$ cat src/rtl/qspi_rd_pkg.sv
package qspi_rd_pkg;
  typedef enum logic [3:0] {
    S_IDLE, S_POP, S_PRD, S_PGAP, S_ROP, S_ADR, S_MOD, S_DUM, S_DAT, S_GAP
  } qrd_state_e;

  localparam logic [7:0] OP_STAT = 8'h05;
  localparam logic [7:0] OP_READ = 8'hEB;
  localparam int unsigned MODE_CLKS = 2;
endpackage

$ cat src/rtl/qspi_rd_ctrl.sv
module qspi_rd_ctrl
  import qspi_rd_pkg::*;
#(
  parameter int unsigned ADDR_W     = 32,
  parameter int unsigned LEN_W      = 9,
  parameter int unsigned MAX_LEN    = 256,
  parameter int unsigned DUMMY_CLKS = 4,
  parameter int unsigned GAP_W      = 4
) (
  input  logic             clk_i,
  input  logic             rst_ni,
  input  logic             start_i,
  input  logic [LEN_W-1:0] len_i,
  input  logic             addr4b_i,
  input  logic             poll_en_i,
  input  logic [GAP_W-1:0] desel_cyc_i,
  input  logic             busy_bit_i,
  output qrd_state_e       st_q_o,
  output qrd_state_e       st_d_o,
  output logic             ph_o,
  output logic             a4_o,
  output logic             accept_o,
  output logic             err_o,
  output logic             done_o,
  output logic             cs_no,
  output logic             sck_o
);
  localparam int unsigned CNT_W = LEN_W + 1;

  qrd_state_e       st_q, st_d;
  logic [CNT_W-1:0] cnt_q, cnt_d, gap_ld;
  logic             ph_q, ph_d;
  logic [LEN_W-1:0] len_q;
  logic [GAP_W-1:0] gap_q;
  logic             a4_q, len_ok, accept;
  logic             err_q, done_q;

  assign len_ok = (len_i != '0) && (len_i <= LEN_W'(MAX_LEN));
  assign accept = (st_q == S_IDLE) && start_i && len_ok;
  assign gap_ld = (gap_q == '0) ? '0 : CNT_W'(gap_q) - 1'b1;

  always_comb begin
    st_d  = st_q;
    cnt_d = cnt_q;
    ph_d  = ph_q;
    unique case (st_q)
      S_IDLE: begin
        if (accept) begin
          st_d  = poll_en_i ? S_POP : S_ROP;
          cnt_d = CNT_W'(7);
          ph_d  = 1'b0;
        end
      end
      S_PGAP: begin
        if (cnt_q == '0) begin
          st_d  = busy_bit_i ? S_POP : S_ROP;
          cnt_d = CNT_W'(7);
        end else begin
          cnt_d = cnt_q - 1'b1;
        end
      end
      S_GAP: begin
        if (cnt_q == '0) st_d = S_IDLE;
        else             cnt_d = cnt_q - 1'b1;
      end
      default: begin
        ph_d = ~ph_q;
        // phase change only at the end of a high half
        if (ph_q) begin
          if (cnt_q != '0) begin
            cnt_d = cnt_q - 1'b1;
          end else begin
            unique case (st_q)
              S_POP: begin st_d = S_PRD;  cnt_d = CNT_W'(7); end
              S_PRD: begin st_d = S_PGAP; cnt_d = gap_ld; end
              S_ROP: begin
                st_d  = S_ADR;
                cnt_d = a4_q ? CNT_W'(ADDR_W/4 - 1) : CNT_W'((ADDR_W-8)/4 - 1);
              end
              S_ADR: begin st_d = S_MOD; cnt_d = CNT_W'(MODE_CLKS - 1); end
              S_MOD: begin st_d = S_DUM; cnt_d = CNT_W'(DUMMY_CLKS - 1); end
              S_DUM: begin st_d = S_DAT; cnt_d = {len_q, 1'b0} - 1'b1; end
              default: begin st_d = S_GAP; cnt_d = gap_ld; end
            endcase
          end
        end
      end
    endcase
  end

  always_ff @(posedge clk_i or negedge rst_ni) begin
    if (!rst_ni) begin
      st_q   <= S_IDLE;
      cnt_q  <= '0;
      ph_q   <= 1'b0;
      len_q  <= '0;
      gap_q  <= '0;
      a4_q   <= 1'b0;
      err_q  <= 1'b0;
      done_q <= 1'b0;
    end else begin
      st_q   <= st_d;
      cnt_q  <= cnt_d;
      ph_q   <= ph_d;
      err_q  <= (st_q == S_IDLE) && start_i && !len_ok;
      done_q <= (st_q == S_DAT) && (st_d == S_GAP);
      if (accept) begin
        len_q <= len_i;
        gap_q <= desel_cyc_i;
        a4_q  <= addr4b_i;
      end
    end
  end

  assign st_q_o   = st_q;
  assign st_d_o   = st_d;
  assign ph_o     = ph_q;
  assign a4_o     = a4_q;
  assign accept_o = accept;
  assign err_o    = err_q;
  assign done_o   = done_q;
  assign cs_no    = (st_q inside {S_IDLE, S_PGAP, S_GAP});
  assign sck_o    = ph_q;
endmodule

$ cat src/rtl/qspi_rd_tx.sv
module qspi_rd_tx
  import qspi_rd_pkg::*;
#(
  parameter int unsigned ADDR_W   = 32,
  parameter logic [7:0]  MODE_VAL = 8'hF0
) (
  input  logic              clk_i,
  input  logic              rst_ni,
  input  logic              accept_i,
  input  logic [ADDR_W-1:0] addr_i,
  input  logic              a4_i,
  input  qrd_state_e        st_q_i,
  input  qrd_state_e        st_d_i,
  input  logic              ph_i,
  output logic [3:0]        io_o,
  output logic [3:0]        io_oe_o
);
  localparam int unsigned PAD_W = ADDR_W - 8;

  logic [ADDR_W-1:0] sr_q, addr_q, ld_val;
  logic              load, shift, single;

  assign load   = (st_d_i != st_q_i) && (st_d_i inside {S_POP, S_ROP, S_ADR, S_MOD});
  assign shift  = (st_d_i == st_q_i) && ph_i;
  assign single = (st_q_i inside {S_POP, S_ROP});

  always_comb begin
    unique case (st_d_i)
      S_POP:   ld_val = {OP_STAT, {PAD_W{1'b0}}};
      S_ROP:   ld_val = {OP_READ, {PAD_W{1'b0}}};
      S_ADR:   ld_val = a4_i ? addr_q : {addr_q[PAD_W-1:0], 8'h00};
      default: ld_val = {MODE_VAL, {PAD_W{1'b0}}};
    endcase
  end

  always_ff @(posedge clk_i or negedge rst_ni) begin
    if (!rst_ni) begin
      sr_q   <= '0;
      addr_q <= '0;
    end else begin
      if (accept_i) addr_q <= addr_i;
      if (load)       sr_q <= ld_val;
      else if (shift) sr_q <= single ? (sr_q << 1) : (sr_q << 4);
    end
  end

  always_comb begin
    io_o    = 4'h0;
    io_oe_o = 4'h0;
    if (single) begin
      io_o    = {3'b000, sr_q[ADDR_W-1]};
      io_oe_o = 4'h1;
    end else if (st_q_i inside {S_ADR, S_MOD}) begin
      io_o    = sr_q[ADDR_W-1 -: 4];
      io_oe_o = 4'hF;
    end
  end
endmodule

$ cat src/rtl/qspi_rd_rx.sv
module qspi_rd_rx
  import qspi_rd_pkg::*;
#(
  parameter int unsigned BUSY_BIT = 0
) (
  input  logic       clk_i,
  input  logic       rst_ni,
  input  qrd_state_e st_q_i,
  input  logic       ph_i,
  input  logic [3:0] io_i,
  output logic       busy_bit_o,
  output logic [7:0] data_o,
  output logic       data_vld_o
);
  logic [7:0] stat_q, data_q;
  logic [3:0] hi_q;
  logic       nib_q, vld_q;

  always_ff @(posedge clk_i or negedge rst_ni) begin
    if (!rst_ni) begin
      stat_q <= '0;
      data_q <= '0;
      hi_q   <= '0;
      nib_q  <= 1'b0;
      vld_q  <= 1'b0;
    end else begin
      vld_q <= 1'b0;
      if (st_q_i == S_IDLE) nib_q <= 1'b0;
      // capture at the close of the high half
      if (ph_i && st_q_i == S_PRD) stat_q <= {stat_q[6:0], io_i[1]};
      if (ph_i && st_q_i == S_DAT) begin
        if (!nib_q) begin
          hi_q  <= io_i;
          nib_q <= 1'b1;
        end else begin
          data_q <= {hi_q, io_i};
          vld_q  <= 1'b1;
          nib_q  <= 1'b0;
        end
      end
    end
  end

  assign busy_bit_o = stat_q[BUSY_BIT];
  assign data_o     = data_q;
  assign data_vld_o = vld_q;
endmodule

$ cat src/rtl/qspi_rd_engine.sv
module qspi_rd_engine
  import qspi_rd_pkg::*;
#(
  parameter int unsigned ADDR_W     = 32,
  parameter int unsigned LEN_W      = 9,
  parameter int unsigned MAX_LEN    = 256,
  parameter int unsigned DUMMY_CLKS = 4,
  parameter int unsigned GAP_W      = 4,
  parameter int unsigned BUSY_BIT   = 0,
  parameter logic [7:0]  MODE_VAL   = 8'hF0
) (
  input  logic              clk_i,
  input  logic              rst_ni,
  input  logic              start_i,
  input  logic [ADDR_W-1:0] addr_i,
  input  logic [LEN_W-1:0]  len_i,
  input  logic              addr4b_i,
  input  logic              poll_en_i,
  input  logic [GAP_W-1:0]  desel_cyc_i,
  output logic              busy_o,
  output logic              done_o,
  output logic              err_o,
  output logic              cs_no,
  output logic              sck_o,
  output logic [3:0]        io_o,
  output logic [3:0]        io_oe_o,
  input  logic [3:0]        io_i,
  output logic [7:0]        data_o,
  output logic              data_vld_o
);
  qrd_state_e st_q, st_d;
  logic       ph, a4, accept, busy_bit;

  qspi_rd_ctrl #(
    .ADDR_W(ADDR_W), .LEN_W(LEN_W), .MAX_LEN(MAX_LEN),
    .DUMMY_CLKS(DUMMY_CLKS), .GAP_W(GAP_W)
  ) i_ctrl (
    .clk_i(clk_i), .rst_ni(rst_ni), .start_i(start_i), .len_i(len_i),
    .addr4b_i(addr4b_i), .poll_en_i(poll_en_i), .desel_cyc_i(desel_cyc_i),
    .busy_bit_i(busy_bit), .st_q_o(st_q), .st_d_o(st_d), .ph_o(ph),
    .a4_o(a4), .accept_o(accept), .err_o(err_o), .done_o(done_o),
    .cs_no(cs_no), .sck_o(sck_o)
  );

  qspi_rd_tx #(.ADDR_W(ADDR_W), .MODE_VAL(MODE_VAL)) i_tx (
    .clk_i(clk_i), .rst_ni(rst_ni), .accept_i(accept), .addr_i(addr_i),
    .a4_i(a4), .st_q_i(st_q), .st_d_i(st_d), .ph_i(ph),
    .io_o(io_o), .io_oe_o(io_oe_o)
  );

  qspi_rd_rx #(.BUSY_BIT(BUSY_BIT)) i_rx (
    .clk_i(clk_i), .rst_ni(rst_ni), .st_q_i(st_q), .ph_i(ph), .io_i(io_i),
    .busy_bit_o(busy_bit), .data_o(data_o), .data_vld_o(data_vld_o)
  );

  assign busy_o = (st_q != S_IDLE);
endmodule

$ cat config.mk
export PLATFORM = sky130hd
export DESIGN_NAME = qspi_rd_engine
export DESIGN_NICKNAME = d
export VERILOG_FILES = /design/src/rtl/qspi_rd_pkg.sv /design/src/rtl/qspi_rd_ctrl.sv /design/src/rtl/qspi_rd_tx.sv /design/src/rtl/qspi_rd_rx.sv /design/src/rtl/qspi_rd_engine.sv
export SDC_FILE = /design/constraint.sdc
export NUM_CORES = 1
export LEC_CHECK = 0
export ABC_CLOCK_PERIOD_IN_PS = 3200
export BUFFER_PORTS_ARGS = -buffer_cell sky130_fd_sc_hd__buf_2
export CORE_ASPECT_RATIO = 0.7
export CORE_UTILIZATION = 50
export DETAILED_ROUTE_END_ITERATION = 8
export GPL_TIMING_DRIVEN = 1
export HOLD_SLACK_MARGIN = 0.08
export PLACE_DENSITY = 0.78
export SYNTH_ARGS = -nofsm -noshare
export SYNTH_HDL_FRONTEND = slang
export SYNTH_SLANG_ARGS = --single-unit
$ cat constraint.sdc
create_clock -name clk_i -period 3.2 [get_ports clk_i]
set_clock_uncertainty 0.05 [all_clocks]
set_input_delay 0.16 -clock clk_i [delete_from_list [all_inputs] [get_ports clk_i]]
set_output_delay 0.16 -clock clk_i [all_outputs]
set_load 0.05 [all_outputs]
# [Word-level counts from Yosys, hierarchy flattened]
# Cells that the tools add are included.
[word_totals] regBits=110 inputBits=54 out_inout_bits=22 wordCells=102
[op_classes] n_addsub=3 n_lt_le_gt_ge=1 n_eq_ne=18 muxes=34 bitwise_logic=3 reduce_logical=28
[op_table] op="32-bit two-way mux" n=4
[op_table] op="32-bit one-hot mux with 3 select lines" n=1
[op_table] op="10-bit two-way mux" n=6
[op_table] op="10-bit one-hot mux with 5 select lines" n=1
[op_table] op="4-bit two-way mux" n=9
[op_table] op="10-bit one-hot mux with 3 select lines" n=1
[op_table] op="4-bit by 3-bit == test with 1-bit output (second input constant)" n=7
[op_table] op="4-bit one-hot mux with 6 select lines" n=1
[op_table] op="10-bit by 1-bit subtractor with 10-bit output (second input constant)" n=2
[op_table] op="4-bit == test (second input constant)" n=3
[op_table] op="4-bit one-hot mux with 3 select lines" n=1
[op_table] op="4-bit nonzero test" n=3
[op_table] op="10-bit zero test" n=1
[op_table] op="10-bit nonzero test" n=1
[op_table] op="9-bit <= comparator (second input constant)" n=1
[op_table] op="1-bit logical AND" n=9
[op_table] op="9-bit nonzero test" n=1
[op_table] op="4-bit by 1-bit == test with 1-bit output (second input constant)" n=2
[op_table] op="4-bit by 2-bit == test with 1-bit output (second input constant)" n=2
[op_table] op="4-bit zero test" n=2
[op_table] op="2-bit nonzero test" n=4
[op_table] op="1-bit two-way mux" n=6
[op_table] op="3-bit two-way mux" n=2
[op_table] op="2-bit AND reduction" n=3
[op_table] op="other kinds (11)" n=14

# [Longest topological paths before layout]
# Gate-level depths: netlist of the first run.
[logic_depth] ltp_word=9 depth_mapped=13 mapped_depth_nobuf=9

# [Modules after synthesis]
# A second synthesis of the first run with hierarchy kept.
[unflattened] hier_cells=641 area_unflattened_um2=6376.1
[modules_own_cells] mod="qspi_rd_tx" instances=1 cells_each=358 area_each_um2=3708.6 seq_area_each_um2=1601.5
[modules_own_cells] mod="qspi_rd_ctrl" instances=1 cells_each=245 area_each_um2=2067.0 seq_area_each_um2=775.7
[modules_own_cells] mod="qspi_rd_rx" instances=1 cells_each=37 area_each_um2=593.1 seq_area_each_um2=375.4
[modules_own_cells] mod="qspi_rd_engine" instances=1 cells_each=1 area_each_um2=7.5 seq_area_each_um2=0.0

# [Worst setup path after synthesis of the first run]
# No wires, ideal clock.
[synth_path] path_type="flip-flop to flip-flop" start="register i_ctrl.cnt_q[0]" end="register i_tx.sr_q[18]" setup_ns=0.066 t_arrival_ns=3.095 required_time_ns=3.084 path_slack_ns=-0.011 stages_incl_launch_ff=12 n_path_buf=2 synth_period_minus_slack_ns=3.211 path_cell_list="dfrtp_1 > inv_1 > ha_1 > or4b_1 > buf_2 > or4_4 > mux2_4 > o22ai_4 > mux2_4 > a21boi_4 > buf_6 > a221o_1"
[synth_between] elab_chain_cells=8 word_cells_on_any_way=19 classes_between="eq/ne (6); mux (7); reduce/logical (6)"
[synth_rtl] item="start, declared" line="qspi_rd_ctrl.sv:31" text="logic [CNT_W-1:0] cnt_q, cnt_d, gap_ld;"
[synth_rtl] item="start signal, assigned" line="qspi_rd_ctrl.sv:103" text="cnt_q <= cnt_d;"
[synth_rtl] item="10-bit nonzero test" line="qspi_rd_ctrl.sv:70" text="if (cnt_q != '0) begin"
[synth_rtl] item="4-bit two-way mux" line="qspi_rd_ctrl.sv:70"
[synth_rtl] item="4-bit two-way mux" line="qspi_rd_ctrl.sv:69" text="if (ph_q) begin"
[synth_rtl] item="4-bit one-hot mux with 3 select lines *" line="qspi_rd_ctrl.sv:46" text="unique case (st_q)"
[synth_rtl] item="4-bit by 1-bit == test with 1-bit output, or another cell as far along" line="qspi_rd_tx.sv:23, qspi_rd_tx.sv:28"
[synth_rtl] item="4-bit nonzero test" line="qspi_rd_tx.sv:23" text="assign load = (st_d_i != st_q_i) && (st_d_i inside {S_POP, S_ROP, S_ADR, S_MOD});"
[synth_rtl] item="1-bit logical AND" line="qspi_rd_tx.sv:23"
[synth_rtl] item="32-bit two-way mux / 2-bit nonzero test (equally long branches)"
[synth_rtl] item="end signal, assigned" line="qspi_rd_tx.sv:42" text="if (load) sr_q <= ld_val;"
[synth_rtl] item="end signal, assigned" line="qspi_rd_tx.sv:43" text="else if (shift) sr_q <= single ? (sr_q << 1) : (sr_q << 4);"
[synth_rtl] item="end, declared" line="qspi_rd_tx.sv:20" text="logic [ADDR_W-1:0] sr_q, addr_q, ld_val;"
# Mark *: on every way between the ends. The rest lies on a longest branch, timed or not.
# A chain may end at the register's enable or synchronous reset.

# [Final worst setup path of the first run]
[layout_path] start="register i_ctrl.cnt_q[1]" end="register i_tx.sr_q[29]"
# The elaborated chain is that of the path after synthesis.

==> reports/results.ini, run 1 <==
[synth]
netlist_area_sq_um = 5990
ys_warn_count = 0
ys.flop_type = dfrtp_1
synthArstFlopShare_pct = 100
synth.largest_area_cell = dfrtp_1
yosysSeqAreaShare_pct = 45.9
netlist_top_cells_count = dfrtp_1 (110), nand2_1 (98), mux2_2 (68)
syn_avg_cell_area_sq_um = 9.82
synth_edf_count = 0
ys_ff_latch = 110
synth_top_area_share_pct = 45.9
synth.distinct_cells = 65
synth_fp_nets = 666
synth_area_leaders = dfrtp_1 (46%), mux2_2 (13%), nand2_1 (6.1%)
synth.most_common_cell = dfrtp_1
synth_cells = 610

[floorplanning]
io_pins = 76
initial_core_util_pct = 51.3
die-area_sq_um = 12400
die_x_um = 133
coreArea_sq_um = 11700
die_h_um = 93.6
rows = 33

[sta]
fmax_ghz = 0.314
finalHoldViolCount = 0
finalCritPeriodShare_pct = 99.6
slew_headroom_pct = 44.1
rsz0062_at_grt = yes
worst_slack_ps = 12.4
min_period_ps = 3190
worst_slew_pin_slew_ps = 836
setup_viol = 0
maxSlewViolCount = 0

[pwr]
cellPowerDensity_nw_per_um2 = 357
power_uw = 2680
peakVddDrop_mv = 0.288
p_leak_uw = 0.00349

[critical_path]
worstSetupPathType = reg2reg
cp_slowest_stage_delay_ps = 540
r2r_cells = 10
cpMostUsedCell = mux2_4
critPathCapture = i_tx.sr_q[29]
cp.required_ps = 3440
end_kind = register
startpoint_type = register
cpLargestDelayFamily = simple AND/OR/NAND/NOR gates
crit_start = i_ctrl.cnt_q[1]
crit_arrival_ps = 3430
reg2reg_slack_ps = 10
crit_chain = inv_1, ha_1, or4b_4, or4_4, mux2_4, o22ai_4, mux2_4, a21boi_4, buf_12, a221o_1
critical_path.slowest_cell = or4_4
cp_num_buf_inv = 2
r2r-end = i_tx.sr_q[29]
r2r_start = i_ctrl.cnt_q[1]
crit_path_max_fanout = 27
cp.depth = 10

[layout]
synthToLayoutAreaGrowth_pct = 25.2
drive_gt1_share_pct = 28.4
n_fill_cell = 887
nNetsFinal = 794
antenna_cells = 0
seq_area_sq_um = 2750
multi_input_area_sq_um = 3020

[clock_tree]
clock_path_buffers = 2
cts-root-buf = clkbuf_16
clk_latency_ps = 350
clk_pin_slew_worst_paths_ps = 70
htree_levels = 3
clock-sinks = 110
tritoncts = built
numCtsBuffers = 9

[global_route]
grt_max_degree = 66
grt_pass1_wl_mm = 26.8
antenna_found_initial = 0
grt.overflow.total = 0
grt_pass1_vias = 5089
grt.total_usage_pct = 28.2

[placed_design]
portBuffers = 75
gp_congestion = 0.937
dp_worst_setup_slack_ps = -33.1
place_hpwl_mm = 11.3

[drt]
drc = 0
vias_per_cell = 5.96
drtAntennaViolNets = 0
firstDrtPassIters = 6
postRouteWirelength_mm = 16.8
dr_total_vias = 5365
drtIter0Drc = 424
wl_per_cell_um = 18.7

[hold_path]
min_path_type = in2reg

[run_status]
status = finished, final reports clean

[job]
cap_violations = 0

registers in the layout (all words and copies together), names as in the netlist, 4 cells and up:
register       count
i_ctrl.gap_q       4
i_ctrl.cnt_q      10
i_ctrl.len_q       9
i_tx.sr_q         32
i_tx.addr_q       32
i_rx.data_o        8
i_rx.hi_q          4
i_ctrl.st_q_o      4
layout by cell type, fill, tap and decap left out, drive strengths merged, types with 7 or more instances in the layout:
master       instances
inv                 23
o21ai               28
nand3               11
dfrtp              110
buf                105
nor2                37
or4                  7
a221o               27
dlygate4sd3         51
mux2i                7
mux2                70
and2                 8
clkbuf               9
a21oi               41
nor3                14
o22ai                7
nand2               98
cells by family (layout without fill, tap and decap cells):
kind of cell,after synthesis,in the layout,synth area share (%)
mux,77,77,14.4
buf+inv,60,193,4.30
compound gates,150,150,18.1
xor+xnor,8,8,1.17
fa+ha+maj,2,2,0.417
flops,110,110,45.9
simple gates,203,203,15.7
worst min-delay path by stage:
stage / start / end / slack (ps) / cells after the start
after CTS: start_i / i_ctrl.err_o / 200 / 3
after global placement: rst_ni / i_rx.data_o[0] / 260 / 1
final: start_i / i_ctrl.err_o / 220 / 3
after global routing: start_i / i_ctrl.err_o / 220 / 3
after floorplan: rst_ni / i_ctrl.a4_o / -190 / 0
after detailed placement: rst_ni / i_rx.data_o[4] / 280 / 1
layout make-up:
cell class                      instances  share of cell area, %
Clock buffer                            9                   3.00
Clock inverter                          7                   1.08
Inverter                               21                   1.05
Multi-Input combinational cell        440                   40.2
Sequential cell                       110                   36.7
Tap cell                              157                   2.62
Timing Repair Buffer                  156                   15.3
per-layer routing:
layer,vias to the layer above,GRT usage (%),part of all wire [%]
met5,-,0,0
met4,0,8.33,2.3
met3,36,7.91,8.7
met1,2598,38.7,45
li1,2461,-,-
met2,270,43.4,44
power breakdown:
group          leakage, uW  switching [uW]  internal [uW]
Combinational      0.00187            54.8           69.4
Clock             0.000152             542            619
Sequential         0.00147            2.12           1390
Total              0.00349             599           2080
worst reg2reg max path, cell delays in order, from the launching register on:
cell,delay [ps]
dfrtp_1,380
inv_1,80
ha_1,170
or4b_4,510
or4_4,540
mux2_4,330
o22ai_4,180
mux2_4,360
a21boi_4,160
buf_12,190
a221o_1,180
metrics by stage:
stage | setup TNS (ps) | instances | utilization (%) | hold slack [ps] | area [sq um]
6_report | 0 | 900 | 64.2 | 218 | 7500
5_1_grt | -728 | 900 | 64.2 | 219 | 7500
4_1_cts | 0 | 898 | 63.9 | 200 | 7470
3_5_place_dp | -169 | 831 | 56.8 | 275 | 6640
3_3_place_gp | 0 | 831 | 56.8 | 260 | 6640
2_1_floorplan | 0 | 610 | - | -186 | 5990
repair_timing:
action                                  in CTS  in global routing
buffers inserted                             0                  2
endpoints found under the setup margin      26                 35
pin swaps                                    0                  1
resized for setup                            2                  6
hold buffers                                51                  0
hold endpoints to repair                   118                  0
Power figures use the tool's default switching activity.
==> run 2: changes to the inputs <==
- MAX_ROUTING_LAYER: not set -> met4
==> run 2 against run 1 <==
Against the previous run:
- clock-buffer cell count is the same
- combinational power is essentially flat
- the run now ends with setup timing left
- wire length grew 2.9%
- sequential power is essentially flat
- non-clock buffer count grew 9
- clock power grew 7%
- sequential share of layout area shrank 0.70 points
- final area grew 1.9%
- hold slack lost 6.3 ps
- flip-flop and latch count is the same
- critical path type unchanged
- critical endpoint is now i_tx.sr_q[16]
- die area is the same
- via count grew 0.84%
==> reports/results.ini, run 2 (same netlist as run 1, synthesis figures left out) <==
[layout]
drive_gt1_share_pct = 29.5
multi_input_area_sq_um = 3040
nNetsFinal = 803
synthToLayoutAreaGrowth_pct = 27.6
final_core_util_pct = 65.4
mostFrequentLayoutCell = dfrtp_1
layout_common_cells = dfrtp_1 (110), nand2_1 (97), buf_2 (74), mux2_2 (68), dlygate4sd3_1 (51)
n_fill_cell = 910
antenna_cells = 0
seq_area_sq_um = 2750
reg.largest.list = i_tx.addr_q: 32 flops, i_tx.sr_q: 32 flops, i_ctrl.cnt_q: 10 flops

[critical_path]
cpLargestDelayFamily = simple AND/OR/NAND/NOR gates
crit_arrival_ps = 3470
cp.depth = 11
r2r_start = i_ctrl.cnt_q[1]
startpoint_type = register
r2r-end = i_tx.sr_q[16]
critPathCapture = i_tx.sr_q[16]
critical_path.slowest_cell = or4_4
r2r_cells = 11
worstSetupPathType = reg2reg
end_kind = register
cpMostUsedCell = mux2_4
cp_slowest_stage_delay_ps = 540
reg2reg_slack_ps = -30
crit_start = i_ctrl.cnt_q[1]
cp.required_ps = 3440
crit_path_max_fanout = 6
crit_chain = inv_2, ha_2, or4b_4, or4_4, mux2_4, o22ai_4, mux2_4, a21boi_4, buf_6, clkbuf_16, a221o_1
cp_num_buf_inv = 3

[pwr]
seq_power_share_pct = 50.5
pwr-share-comb_pct = 4.5
cellPowerDensity_nw_per_um2 = 361
peakVddDrop_mv = 0.311
internal-power_uw = 2160
clkPwrFrac_pct = 45.0
p_leak_uw = 0.00356
p_switching_uw = 599
p_sw_share_pct = 21.7

[drt]
postRouteWirelength_mm = 17.3
vias_per_cell = 5.95
dr_total_vias = 5410
drtIter0Drc = 442
wl_per_cell_um = 19.0
firstDrtPassIters = 5
drc = 0
drtAntennaViolNets = 0

[hold_path]
min_from = start_i
min_path_type = in2reg

[floorplanning]
initial_core_util_pct = 51.3
die-area_sq_um = 12400
die_h_um = 93.6
rows = 33
coreArea_sq_um = 11700
io_pins = 76
die_x_um = 133

[run_status]
failed_checks = setup timing
status = finished, violations left

[clock_tree]
htree_levels = 3
clk_pin_slew_worst_paths_ps = 70
clk_latency_ps = 350
tritoncts = built
clock-sinks = 110
cts-root-buf = clkbuf_16
clock_path_buffers = 2
numCtsBuffers = 9

[sta]
worst_slew_pin_slew_ps = 851
rsz0062_at_grt = yes
fmax_ghz = 0.310
maxSlewViolCount = 0
finalCritPeriodShare_pct = 101
worst_slack_ps = -28.7
slew_headroom_pct = 42.8
whs_ps = 211
finalHoldViolCount = 0
setup_viol = 11
min_period_ps = 3230

[job]
cap_violations = 0

[global_route]
grt.total_usage_pct = 29.7
grt_pass1_wl_mm = 27.6
grt_max_degree = 66
antenna_found_initial = 0
grt.overflow.total = 0
grt_pass1_vias = 5179

[placed_design]
place_hpwl_mm = 11.6
portBuffers = 75
gp_congestion = 0.959

==> run 2: routing by layer <==
metal	vias up	share of wire, %	GRT usage, %
li1	2482	-	-
met1	2632	44	41.7
met2	273	45	43.4
met3	23	9.0	6.23
met4	0	1.7	8.62
met5	-	0	-
==> run 2: worst min-delay path by stage <==
stage,cells after the start,end,slack [ps]
floorplan,0,i_ctrl.a4_o,-190
global placement,1,i_rx.data_o[0],240
detailed placement,1,i_rx.data_o[4],260
CTS,3,i_ctrl.err_o,190
global route,3,i_ctrl.err_o,230
finish,3,i_ctrl.err_o,210
==> run 2: area by class of cell <==
cell class | count | share of cell area, %
Clock inverter | 7 | 1.39
Tap cell | 157 | 2.57
Clock buffer | 9 | 2.95
Inverter | 21 | 1.03
Sequential cell | 110 | 36.0
Timing Repair Buffer | 165 | 16.4
Multi-Input combinational cell | 440 | 39.7
==> run 2: power groups by stage <==
stage / Sequential (uW) / Combinational (uW) / Clock, uW
2_1_floorplan: 1420 / 6.25 / 0
3_3_place_gp: 1420 / 70.9 / 0
3_5_place_dp: 1420 / 74.0 / 0
4_1_cts: 1390 / 122 / 1250
5_1_grt: 1390 / 137 / 1320
6_report: 1390 / 124 / 1240
==> run 2: repair_timing <==
item	in CTS	in global routing
gates resized for setup	1	14
endpoints found under the setup margin	31	32
cloned	1	1
setup buffers	4	4
hold endpoints to repair	118	0
hold buffers	51	0
pin swaps	4	29
==> run 2: worst reg2reg max path, cell delays in order (launching register included) <==
cell       delay [ps]
dfrtp_1           390
inv_2              60
ha_2              180
or4b_4            500
or4_4             540
mux2_4            330
o22ai_4           170
mux2_4            350
a21boi_4          160
buf_6             150
clkbuf_16         150
a221o_1           130
==> run 2: through the flow <==
| step | worst slack [ps] | instances | instance area (sq um) | total power [uW] | TNS [ps] |
|---|---|---|---|---|---|
| after floorplan | 0.511 | 610 | 5990 | 1430 | 0 |
| after global placement | 35.8 | 833 | 6660 | 1490 | 0 |
| after detailed placement | -59.7 | 833 | 6660 | 1500 | -1190 |
| after CTS | 1.79 | 905 | 7560 | 2770 | 0 |
| after global routing | -116 | 909 | 7650 | 2850 | -2680 |
| final | -28.7 | 909 | 7650 | 2760 | -148 |
==> run 3: changes to the inputs <==
- CELL_PAD_IN_SITES_DETAIL_PLACEMENT: not set -> 0
- CELL_PAD_IN_SITES_GLOBAL_PLACEMENT: not set -> 1
- CORE_UTILIZATION: 50 -> 41
- PLACE_DENSITY: 0.78 -> 0.82
- SETUP_SLACK_MARGIN: not set -> 0.1
==> run 3 against run 2 <==
Against the previous run:
- the flow now finishes without violations
- register-to-register slack better by 160 ps
- clock-buffer cell count stayed put
- critical path depth is 1 lower
- first-iteration DRC count is 5.0% higher
- final area is 0.62% lower
- flip-flop and latch count stayed put
- hold slack better by 20 ps
- wire length is 2.1% lower
- cell count is 3.2% higher
- critical endpoint is now i_tx.sr_q[20]
- largest cell class unchanged
- largest power group unchanged
- highest routed layer unchanged
==> reports/results.ini, run 3 (same netlist as run 1, synthesis figures left out) <==
[clock_tree]
clk_latency_ps = 350
tritoncts = built
clock_path_buffers = 2
numCtsBuffers = 9
htree_levels = 3
clk_pin_slew_worst_paths_ps = 80
cts-root-buf = clkbuf_16
clock-sinks = 110

[floorplanning]
coreArea_sq_um = 14100
die-area_sq_um = 15100
die_x_um = 147
die_h_um = 103
initial_core_util_pct = 42.5
io_pins = 76
rows = 36

[hold_path]
min_from = start_i
min_to = i_ctrl.err_o
min_path_type = in2reg
holdPathStages = 3

[drt]
drc = 0
dr_total_vias = 5252
wl_per_cell_um = 18.0
vias_per_cell = 5.60
firstDrtPassIters = 5
postRouteWirelength_mm = 16.9
drtIter0Drc = 464
drtAntennaViolNets = 0

[critical_path]
r2r_start = i_ctrl.cnt_q[0]
r2r-end = i_tx.sr_q[20]
crit_arrival_ps = 3310
r2r_cells = 10
reg2reg_slack_ps = 130
crit_path_max_fanout = 27
startpoint_type = register
worstSetupPathType = reg2reg
end_kind = register
cp.required_ps = 3440

[sta]
setup_viol = 0
slew_headroom_pct = 36.7
finalCritPeriodShare_pct = 95.8
min_period_ps = 3070
maxSlewViolCount = 0
worst_slack_ps = 133
rsz0062_at_grt = yes
worst_slew_pin_slew_ps = 942
tns_ps = 0
fmax_ghz = 0.326
finalHoldViolCount = 0

[pwr]
p_leak_uw = 0.00350
peakVddDrop_mv = 0.264
cellPowerDensity_nw_per_um2 = 355

[global_route]
grt_pass1_vias = 5063
grt_pass1_wl_mm = 27.5
grt.overflow.total = 0
grt_max_degree = 65
grt.total_usage_pct = 24.2
antenna_found_initial = 0

[placed_design]
place_hpwl_mm = 11.8
placed_area_sq_um = 6680
portBuffers = 75
dp_worst_setup_slack_ps = -94.0
gp_congestion = 0.874

[run_status]
status = finished, final reports clean

[layout]
reg.largest.list = i_tx.addr_q: 32 flops, i_tx.sr_q: 32 flops, i_ctrl.cnt_q: 10 flops
mostFrequentLayoutCell = dfrtp_1
antenna_cells = 0
drive_gt1_share_pct = 29.5
final_core_util_pct = 53.9
synthToLayoutAreaGrowth_pct = 26.8
fin_area_sq_um = 7600
nNetsFinal = 799
layout_common_cells = dfrtp_1 (110), nand2_1 (97), buf_2 (74), mux2_2 (68), dlygate4sd3_1 (51)

[job]
cap_violations = 0

==> run 3: worst max-delay path by stage <==
stage	endpoint	startpoint	cells past startpoint
2_1_floorplan	i_tx.sr_q[23]	i_ctrl.cnt_q[0]	11
3_3_place_gp	i_tx.sr_q[23]	i_ctrl.cnt_q[0]	9
3_5_place_dp	i_tx.sr_q[23]	i_ctrl.cnt_q[0]	9
4_1_cts	i_tx.sr_q[1]	i_ctrl.cnt_q[1]	11
5_1_grt	i_tx.sr_q[22]	i_ctrl.cnt_q[1]	12
6_report	i_tx.sr_q[20]	i_ctrl.cnt_q[0]	10
==> run 3: stage by stage <==
stage / power [uW] / instances / hold slack [ps]
floorplan: 1430 / 610 / -186
CTS: 2710 / 936 / 222
global placement: 1490 / 865 / 253
detailed placement: 1500 / 865 / 262
global route: 2790 / 938 / 254
finish: 2700 / 938 / 231
==> run 3: what timing repair did <==
action,CTS,global route
gates cloned,0,0
pin swaps,0,2
buffers inserted,4,2
hold buffers,51,0
gates resized for setup,5,10
hold endpoints to repair,118,0
setup endpoints to repair,31,32
==> run 3: power breakdown <==
| group | total (uW) | switching [uW] | internal [uW] |
|---|---|---|---|
| Sequential | 1390 | 1.78 | 1390 |
| Clock | 1180 | 559 | 621 |
| Combinational | 124 | 53.5 | 70.4 |
| Total | 2700 | 614 | 2080 |
==> run 3: layer usage <==
metal,wire length (um),up-vias,global-route usage (%)
met1,8530,2577,35.4
met4,136,0,4.17
met3,1080,12,4.96
met5,0,-,-
li1,-,2472,-
met2,7170,191,34.5
==> run 3: area by class of cell <==
| type | instances | area [sq um] |
|---|---|---|
| clock buffer | 9 | 225 |
| clock inverter | 7 | 81.3 |
| fill | 1261 | 6500 |
| inverter | 21 | 78.8 |
| multi-input combinational | 440 | 3050 |
| sequential | 110 | 2750 |
| tap | 190 | 238 |
| timing repair buffer | 161 | 1180 |
==> run 3: critical path, cell delays in order, from the launching register on <==
cell and delay (ps):
dfrtp_1 390, inv_1 90, ha_4 130, or4b_4 490, or4_4 480, mux2_4 340, o22ai_4 150, mux2_4 350
a21boi_4 150, buf_12 190, a221o_1 180
